File: src/rtl/edge_dec_pkg.sv
package edge_dec_pkg;

  typedef enum logic [1:0] {
    ST_IDLE  = 2'd0,
    ST_GUARD = 2'd1,
    ST_RX    = 2'd2,
    ST_DONE  = 2'd3
  } dec_state_e;

endpackage

File: src/rtl/edr_sync_edge.sv
module edr_sync_edge #(
  parameter int STAGES = 2
) (
  input  logic clk,
  input  logic rst_n,
  input  logic din_i,
  output logic edge_o
);

  logic [STAGES-1:0] chain_q;
  logic [STAGES-1:0] chain_n;
  logic              prev_q;

  generate
    if (STAGES == 1) begin : g_single
      assign chain_n = din_i;
    end else begin : g_multi
      assign chain_n = {chain_q[STAGES-2:0], din_i};
    end
  endgenerate

  always_ff @(posedge clk or negedge rst_n) begin
    if (!rst_n) begin
      chain_q <= '0;
      prev_q  <= 1'b0;
    end else begin
      chain_q <= chain_n;
      prev_q  <= chain_q[STAGES-1];
    end
  end

  assign edge_o = chain_q[STAGES-1] ^ prev_q;

endmodule

File: src/rtl/edr_edge_counter.sv
module edr_edge_counter #(
  parameter int CNT_W = 6
) (
  input  logic             clk,
  input  logic             rst_n,
  input  logic             en_i,
  input  logic             clr_i,
  input  logic             edge_i,
  output logic [CNT_W-1:0] cnt_o
);

  localparam logic [CNT_W-1:0] CNT_MAX = {CNT_W{1'b1}};

  logic [CNT_W-1:0] cnt_q;
  logic [CNT_W-1:0] cnt_n;
  logic             cnt_upd;

  always_comb begin
    cnt_upd = clr_i | en_i;
    cnt_n   = cnt_q;
    if (clr_i) begin
      cnt_n = edge_i ? CNT_W'(1) : '0;
    end else if (en_i && edge_i && (cnt_q != CNT_MAX)) begin
      cnt_n = cnt_q + CNT_W'(1);
    end
  end

  always_ff @(posedge clk or negedge rst_n) begin
    if (!rst_n) begin
      cnt_q <= '0;
    end else if (cnt_upd) begin
      cnt_q <= cnt_n;
    end
  end

  assign cnt_o = cnt_q;

  // once at the ceiling the count stays there until a window restart
  p_cnt_saturate_r6: assert property (@(posedge clk) disable iff (!rst_n)
    (cnt_q == CNT_MAX && !clr_i) |=> (cnt_q == CNT_MAX));

  // inside a window the count moves by at most one per cycle
  p_cnt_step_r4: assert property (@(posedge clk) disable iff (!rst_n)
    (!clr_i) |=> ((cnt_q == $past(cnt_q)) || (cnt_q == $past(cnt_q) + CNT_W'(1))));

endmodule

File: src/rtl/edr_bit_judge.sv
module edr_bit_judge #(
  parameter int CNT_W  = 6,
  parameter int ONE_LO = 20,
  parameter int ONE_HI = 60
) (
  input  logic [CNT_W-1:0] cnt_i,
  output logic             one_o
);

  localparam logic [CNT_W-1:0] LO_V = CNT_W'(ONE_LO);
  localparam logic [CNT_W-1:0] HI_V = CNT_W'(ONE_HI);

  always_comb begin
    one_o = (cnt_i > LO_V) && (cnt_i < HI_V);
  end

endmodule

File: src/rtl/edge_tag_rx.sv
module edge_tag_rx
  import edge_dec_pkg::*;
#(
  parameter int TS_W     = 32,
  parameter int MAX_BITS = 32,
  parameter int REQ_W    = 8,
  parameter int GUARD_T  = 258,
  parameter int WIN_T    = 92,
  parameter int CNT_W    = 6,
  parameter int ONE_LO   = 20,
  parameter int ONE_HI   = 60,
  parameter int SYNC_N   = 2
) (
  input  logic                             clk,
  input  logic                             rst_n,
  input  logic                             start_i,
  input  logic [TS_W-1:0]                  frame_end_ts_i,
  input  logic [TS_W-1:0]                  time_now_i,
  input  logic [REQ_W-1:0]                 req_bits_i,
  input  logic [MAX_BITS-1:0]              ks_word_i,
  input  logic                             ks_en_i,
  input  logic                             din_i,
  output logic [MAX_BITS-1:0]              rx_data_o,
  output logic [$clog2(MAX_BITS+1)-1:0]    rx_bits_o,
  output logic                             rx_valid_o
);

  localparam int BCNT_W = $clog2(MAX_BITS + 1);
  localparam int IDX_W  = (MAX_BITS > 1) ? $clog2(MAX_BITS) : 1;
  localparam logic [TS_W-1:0]  GUARD_V = TS_W'(GUARD_T);
  localparam logic [TS_W-1:0]  WIN_V   = TS_W'(WIN_T);
  localparam logic [REQ_W-1:0] REQ_CAP = REQ_W'(MAX_BITS);

  dec_state_e            st_q, st_n;
  logic [TS_W-1:0]       dl_q, dl_n;
  logic [IDX_W-1:0]      idx_q, idx_n;
  logic [BCNT_W-1:0]     nbits_q, nbits_n;
  logic [MAX_BITS-1:0]   data_q, data_n;
  logic                  ctl_upd;

  logic [TS_W-1:0]       ts_diff;
  logic                  reached;
  logic                  last_bit;
  logic [BCNT_W-1:0]     req_clamped;

  logic                  edge_w;
  logic [CNT_W-1:0]      cnt_w;
  logic                  one_w;
  logic                  cnt_clr;
  logic                  cnt_en;

  // input conditioning and transition detection
  edr_sync_edge #(.STAGES(SYNC_N)) u_sync (
    .clk    (clk),
    .rst_n  (rst_n),
    .din_i  (din_i),
    .edge_o (edge_w)
  );

  // per-window transition tally
  edr_edge_counter #(.CNT_W(CNT_W)) u_cnt (
    .clk    (clk),
    .rst_n  (rst_n),
    .en_i   (cnt_en),
    .clr_i  (cnt_clr),
    .edge_i (edge_w),
    .cnt_o  (cnt_w)
  );

  // count-to-bit decision
  edr_bit_judge #(.CNT_W(CNT_W), .ONE_LO(ONE_LO), .ONE_HI(ONE_HI)) u_judge (
    .cnt_i (cnt_w),
    .one_o (one_w)
  );

  // wrap-safe deadline comparison
  always_comb begin
    ts_diff  = time_now_i - dl_q;
    reached  = ~ts_diff[TS_W-1];
    last_bit = ((BCNT_W'(idx_q) + BCNT_W'(1)) == nbits_q);
    req_clamped = (req_bits_i > REQ_CAP) ? BCNT_W'(MAX_BITS) : BCNT_W'(req_bits_i);
  end

  // next-state logic
  always_comb begin
    st_n    = st_q;
    dl_n    = dl_q;
    idx_n   = idx_q;
    nbits_n = nbits_q;
    data_n  = data_q;
    cnt_clr = 1'b0;
    cnt_en  = (st_q == ST_RX);
    unique case (st_q)
      ST_IDLE: begin
        if (start_i) begin
          nbits_n = req_clamped;
          data_n  = ks_en_i ? ks_word_i : '0;
          dl_n    = frame_end_ts_i + GUARD_V;
          idx_n   = '0;
          st_n    = ST_GUARD;
        end
      end
      ST_GUARD: begin
        if (reached) begin
          dl_n    = time_now_i + WIN_V;
          cnt_clr = 1'b1;
          st_n    = (nbits_q == '0) ? ST_DONE : ST_RX;
        end
      end
      ST_RX: begin
        if (reached) begin
          data_n[idx_q] = data_q[idx_q] ^ one_w;
          dl_n    = dl_q + WIN_V;
          cnt_clr = 1'b1;
          if (last_bit) begin
            st_n = ST_DONE;
          end else begin
            idx_n = idx_q + IDX_W'(1);
          end
        end
      end
      ST_DONE: begin
        st_n = ST_IDLE;
      end
      default: st_n = ST_IDLE;
    endcase
    ctl_upd = (st_q != ST_IDLE) || start_i;
  end

  // registers
  always_ff @(posedge clk or negedge rst_n) begin
    if (!rst_n) begin
      st_q    <= ST_IDLE;
      dl_q    <= '0;
      idx_q   <= '0;
      nbits_q <= '0;
      data_q  <= '0;
    end else if (ctl_upd) begin
      st_q    <= st_n;
      dl_q    <= dl_n;
      idx_q   <= idx_n;
      nbits_q <= nbits_n;
      data_q  <= data_n;
    end
  end

  assign rx_data_o  = data_q;
  assign rx_bits_o  = nbits_q;
  assign rx_valid_o = (st_q == ST_DONE);

  // the completion strobe never lasts two cycles
  p_valid_single_r10: assert property (@(posedge clk) disable iff (!rst_n)
    rx_valid_o |=> !rx_valid_o);

  // the result stays put while no new reception is accepted
  p_hold_idle_r10: assert property (@(posedge clk) disable iff (!rst_n)
    (st_q == ST_IDLE && !start_i) |=> $stable(rx_data_o));

  // the reported count never exceeds the word width
  p_bits_cap_r9: assert property (@(posedge clk) disable iff (!rst_n)
    rx_bits_o <= BCNT_W'(MAX_BITS));

  // a start seen mid-reception leaves the active count untouched
  p_busy_start_r11: assert property (@(posedge clk) disable iff (!rst_n)
    (start_i && (st_q == ST_GUARD || st_q == ST_RX)) |=> $stable(rx_bits_o));

  // window boundaries advance by exactly one window length
  p_window_step_r3: assert property (@(posedge clk) disable iff (!rst_n)
    (st_q == ST_RX && reached && !last_bit) |=> (dl_q == $past(dl_q) + WIN_V));

endmodule

File: config.mk
export PLATFORM = sky130hd
export DESIGN_NAME = edge_tag_rx
export DESIGN_NICKNAME = d
export VERILOG_FILES = /design/src/rtl/edge_dec_pkg.sv /design/src/rtl/edr_sync_edge.sv /design/src/rtl/edr_edge_counter.sv /design/src/rtl/edr_bit_judge.sv /design/src/rtl/edge_tag_rx.sv
export SDC_FILE = /design/constraint.sdc
export NUM_CORES = 1
export LEC_CHECK = 0
export ABC_CLOCK_PERIOD_IN_PS = 3900
export CAP_MARGIN = 15
export CELL_PAD_IN_SITES_DETAIL_PLACEMENT = 1
export CELL_PAD_IN_SITES_GLOBAL_PLACEMENT = 1
export CORE_ASPECT_RATIO = 0.6
export CORE_MARGIN = 3
export CORE_UTILIZATION = 35
export DETAILED_ROUTE_END_ITERATION = 8
export HOLD_SLACK_MARGIN = 0.12
export PLACE_DENSITY_LB_ADDON = 0.1
export SLEW_MARGIN = 15
export SYNTH_ARGS = -nofsm -noshare
export SYNTH_HDL_FRONTEND = slang
export SYNTH_SLANG_ARGS = --single-unit
File: constraint.sdc
create_clock -name clk -period 3.9 [get_ports clk]
set_input_delay 0.78 -clock clk [delete_from_list [all_inputs] [get_ports clk]]
set_output_delay 0.78 -clock clk [all_outputs]
set_load 0.05 [all_outputs]
==> results.md <==
- Outcome: finished, final reports clean
- Cell Rows: 39
- Clk_lat worst skew: 0.36 ns
- Avg WL per Cell: 21.16 µm
- CP cell instances: mux4_2 > mux4_2 > mux2i_1 > xor2_1 > and3_1 > a22oi_1 > o31ai_2
- Clk_skew: 0.009288 ns
- DR iter-0 viols: 438
- Synth top area share: 30.64%
- Post-DP HPWL: 19.94 mm
- Register Area: 2152 µm²
- Async SR Flop Fraction: 100.0%
- Minimum clock period: 3.680 ns
- Max Slew Vio Count: 0
- Critical path class: register to register
- Critical path startpoint category: register
- Max cap viols: 0
- Hold_buf cts: 0
- Vias: 6905
- Gr usage total: 23.86%
- Crit-path max FO: 11
- Synth warnings: 0
- CTS Buf Count: 9
- Final setup viols: 0
- Global-route wire length before repair: 40.88 mm
- Worst vdd ir: 0.4286 mV
- CP max stage cell: dfrtp_1
- Total Negative Setup Slacks: 0 ns
- EDFF count, synth: 0
- Top_reg_cell synth: dfrtp_1
- Critical path arrival: 3.95 ns
- Reg clk slew, reported paths: 0.07 ns
- Max clock buf depth: 2
- ANT cells: 0
- H-tree Lvls: 3
- TritonCTS clock tree: yes
- Total wire length: 25.92 mm
- Synth Net Count: 966
- Setup Buffers After CTS: 0
- Worst Setup End Kind: register
- Port Buffer Count: 147
- Multi-input gate area: 4546 µm²
- Static Leak: 3.629 nW
- Vias/cell: 5.637
- Die X: 188.9 µm
- Sink Count: 86
- Worst Path Required: 4.17 ns
- Power Dens Cells: 775.7 nW/µm²
- Post-CTS Resized: 0
- Total power: 7.129 mW
- Number of global-route vias before repair: 7346
- Worst Hold Class: register to register
- Library cells used by synthesis: 62
- IO Pins: 148
- RSZ-0062 raised after global routing: no
- Area growth, synth to finish: 30.86%
- Core Area: 19370 µm²
- Actual slew at the worst max-slew pin: 0.9671 ns
- Initial antenna violation count: 0
- Area leader, netlist: dfrtp_1
- Final hold violations: 0
- Layout cells sized above 1: 9.489%
- Post-Syn Instances: 814
- Slew headroom: 35.03%
- Seq/Total Area, Yosys: 30.64%
- DRC: 0
- Syn_area_per_cell: 8.628 µm²
- Synth Register Bits: 86
- Mapped cell area: 7023 µm²
- Starting Density: 36.25%
- Grt ovf: 0
- Antenna-violating nets left: 0
- Die Area: 21860 µm²
- Clock root buffer: clkbuf_16
- Final Net Count: 1107
- Synth area leaders: dfrtp_1, ha_1, xnor2_1
- Fin crit share: 94.36%
- Largest net degree at the start of global routing: 61
- Drt pass-1 iters: 9
- Die height: 115.7 µm
- Slowest stage delay, CP: 0.85 ns
- Most common cell on crit path: mux4_2
- Fmax: 271.7 MHz
- Gpl congestion: 0.8448
- # fillers: 2290
- Worst hold slack: 0.4015 ns
-- cells in the mapped netlist (all sizes together), types with 6 or more instances --
library cell / n
a22o: 11
mux4: 10
nand2: 63
a221oi: 9
inv: 47
nand3: 42
nor2b: 6
and3: 11
buf: 10
o21ai: 56
a22oi: 25
nand3b: 6
dfrtp: 86
ha: 43
mux2: 21
o31ai: 21
mux2i: 29
xnor2: 42
nor2: 54
xor2: 25
o22ai: 7
clkbuf: 32
nor3: 16
nand4: 9
a21oi: 73
-- stage by stage --
stage	instance area [µm²]	cells	setup slack [ns]	utilization, %
2_1_floorplan	7033	814	0.07136	-
3_3_place_gp	8916	1210	0.1003	46.02
3_5_place_dp	8916	1210	0.001918	46.02
4_1_cts	9190	1225	0.2356	47.44
5_1_grt	9190	1225	0.02634	47.44
6_report	9190	1225	0.2199	47.44
-- metal layers --
layer / wire (µm) / global-route usage (%) / vias to the layer above
met5: 0 / 0 / -
met4: 166 / 4.264 / 0
met3: 1606 / 5.774 / 15
met2: 11000 / 35.56 / 201
met1: 13150 / 35.50 / 3453
li1: - / - / 3236
-- state kept, by name, indices dropped and copies added (netlist names) --
name and flops:
st_q 2, dl_q 32, rx_data_o 32, u_sync.chain_q 2, rx_bits_o 6, idx_q 5
u_sync.prev_q 1, u_cnt.cnt_o 6
-- final timing paths --
kind,startpoint,to,slack (ns),depth (start not counted)
min in group asynchronous,rst_n,rx_data_o[20],0.42,1
max,idx_q[0],rx_data_o[2],0.22,7
min reg2reg,u_sync.chain_q[1],u_sync.prev_q,0.40,0
min,u_sync.chain_q[1],u_sync.prev_q,0.40,0
max reg2reg,idx_q[0],rx_data_o[2],0.22,7
max in group asynchronous,rst_n,idx_q[4],2.64,2
-- cell families (layout without fill, tap and decap cells) --
| logic type | count (synthesis) | count (layout) | synth area share (%) |
|---|---|---|---|
| mux | 60 | 60 | 10.71 |
| flops | 86 | 86 | 30.64 |
| simple gates | 229 | 229 | 15.78 |
| buf+inv | 93 | 238 | 5.220 |
| xor+xnor | 67 | 67 | 8.356 |
| compound gates | 236 | 236 | 21.63 |
| fa+ha+maj | 43 | 43 | 7.661 |
-- report_power, final --
group          total [mW]  leakage, nW  internal, mW  switching (mW)
registers            1.62         1.10          1.27           0.354
logic                4.67         2.41          1.80            2.87
clock network       0.837        0.124         0.433           0.404
total                7.13         3.63          3.50            3.63
-- cell type report --
type,instances,share of cell area [%]
clock buffers,9,2.451
clock inverters,6,0.5310
inverters,51,2.083
multi-input cells,635,49.46
flip-flops and latches,86,23.42
well taps,266,3.622
repair buffers,172,18.43
-- layout by cell type (no fill, tap or decap), types with 7 or more instances in the layout --
| cell type | synthesis | routed |
|---|---|---|
| clkdlybuf4s50_1 | 0 | 146 |
| dfrtp_1 | 86 | 86 |
| a21oi_1 | 73 | 73 |
| nand2_1 | 63 | 63 |
| o21ai_0 | 55 | 55 |
| nor2_1 | 54 | 54 |
| inv_1 | 45 | 45 |
| xnor2_1 | 42 | 42 |
| nand3_1 | 42 | 42 |
| ha_1 | 43 | 42 |
| mux2i_1 | 29 | 29 |
| xor2_1 | 25 | 25 |
| a22oi_1 | 25 | 25 |
| buf_4 | 1 | 23 |
| mux2_2 | 21 | 21 |
| nor3_1 | 16 | 16 |
| o31ai_1 | 15 | 13 |
| a22o_1 | 11 | 11 |
| and3_1 | 11 | 11 |
| mux4_2 | 10 | 10 |
| nand4_1 | 9 | 9 |
| a221oi_1 | 9 | 9 |
| clkbuf_16 | 0 | 9 |
| o22ai_1 | 7 | 7 |
-- critical path: cells and delay by family (launching register included) --
kind            cells  cell delay [ns]
xor+xnor            1             0.45
compound gates      2             0.41
mux                 3             1.35
simple gates        1             0.52
flops               1             0.85
Power figures use the tool's default switching activity.
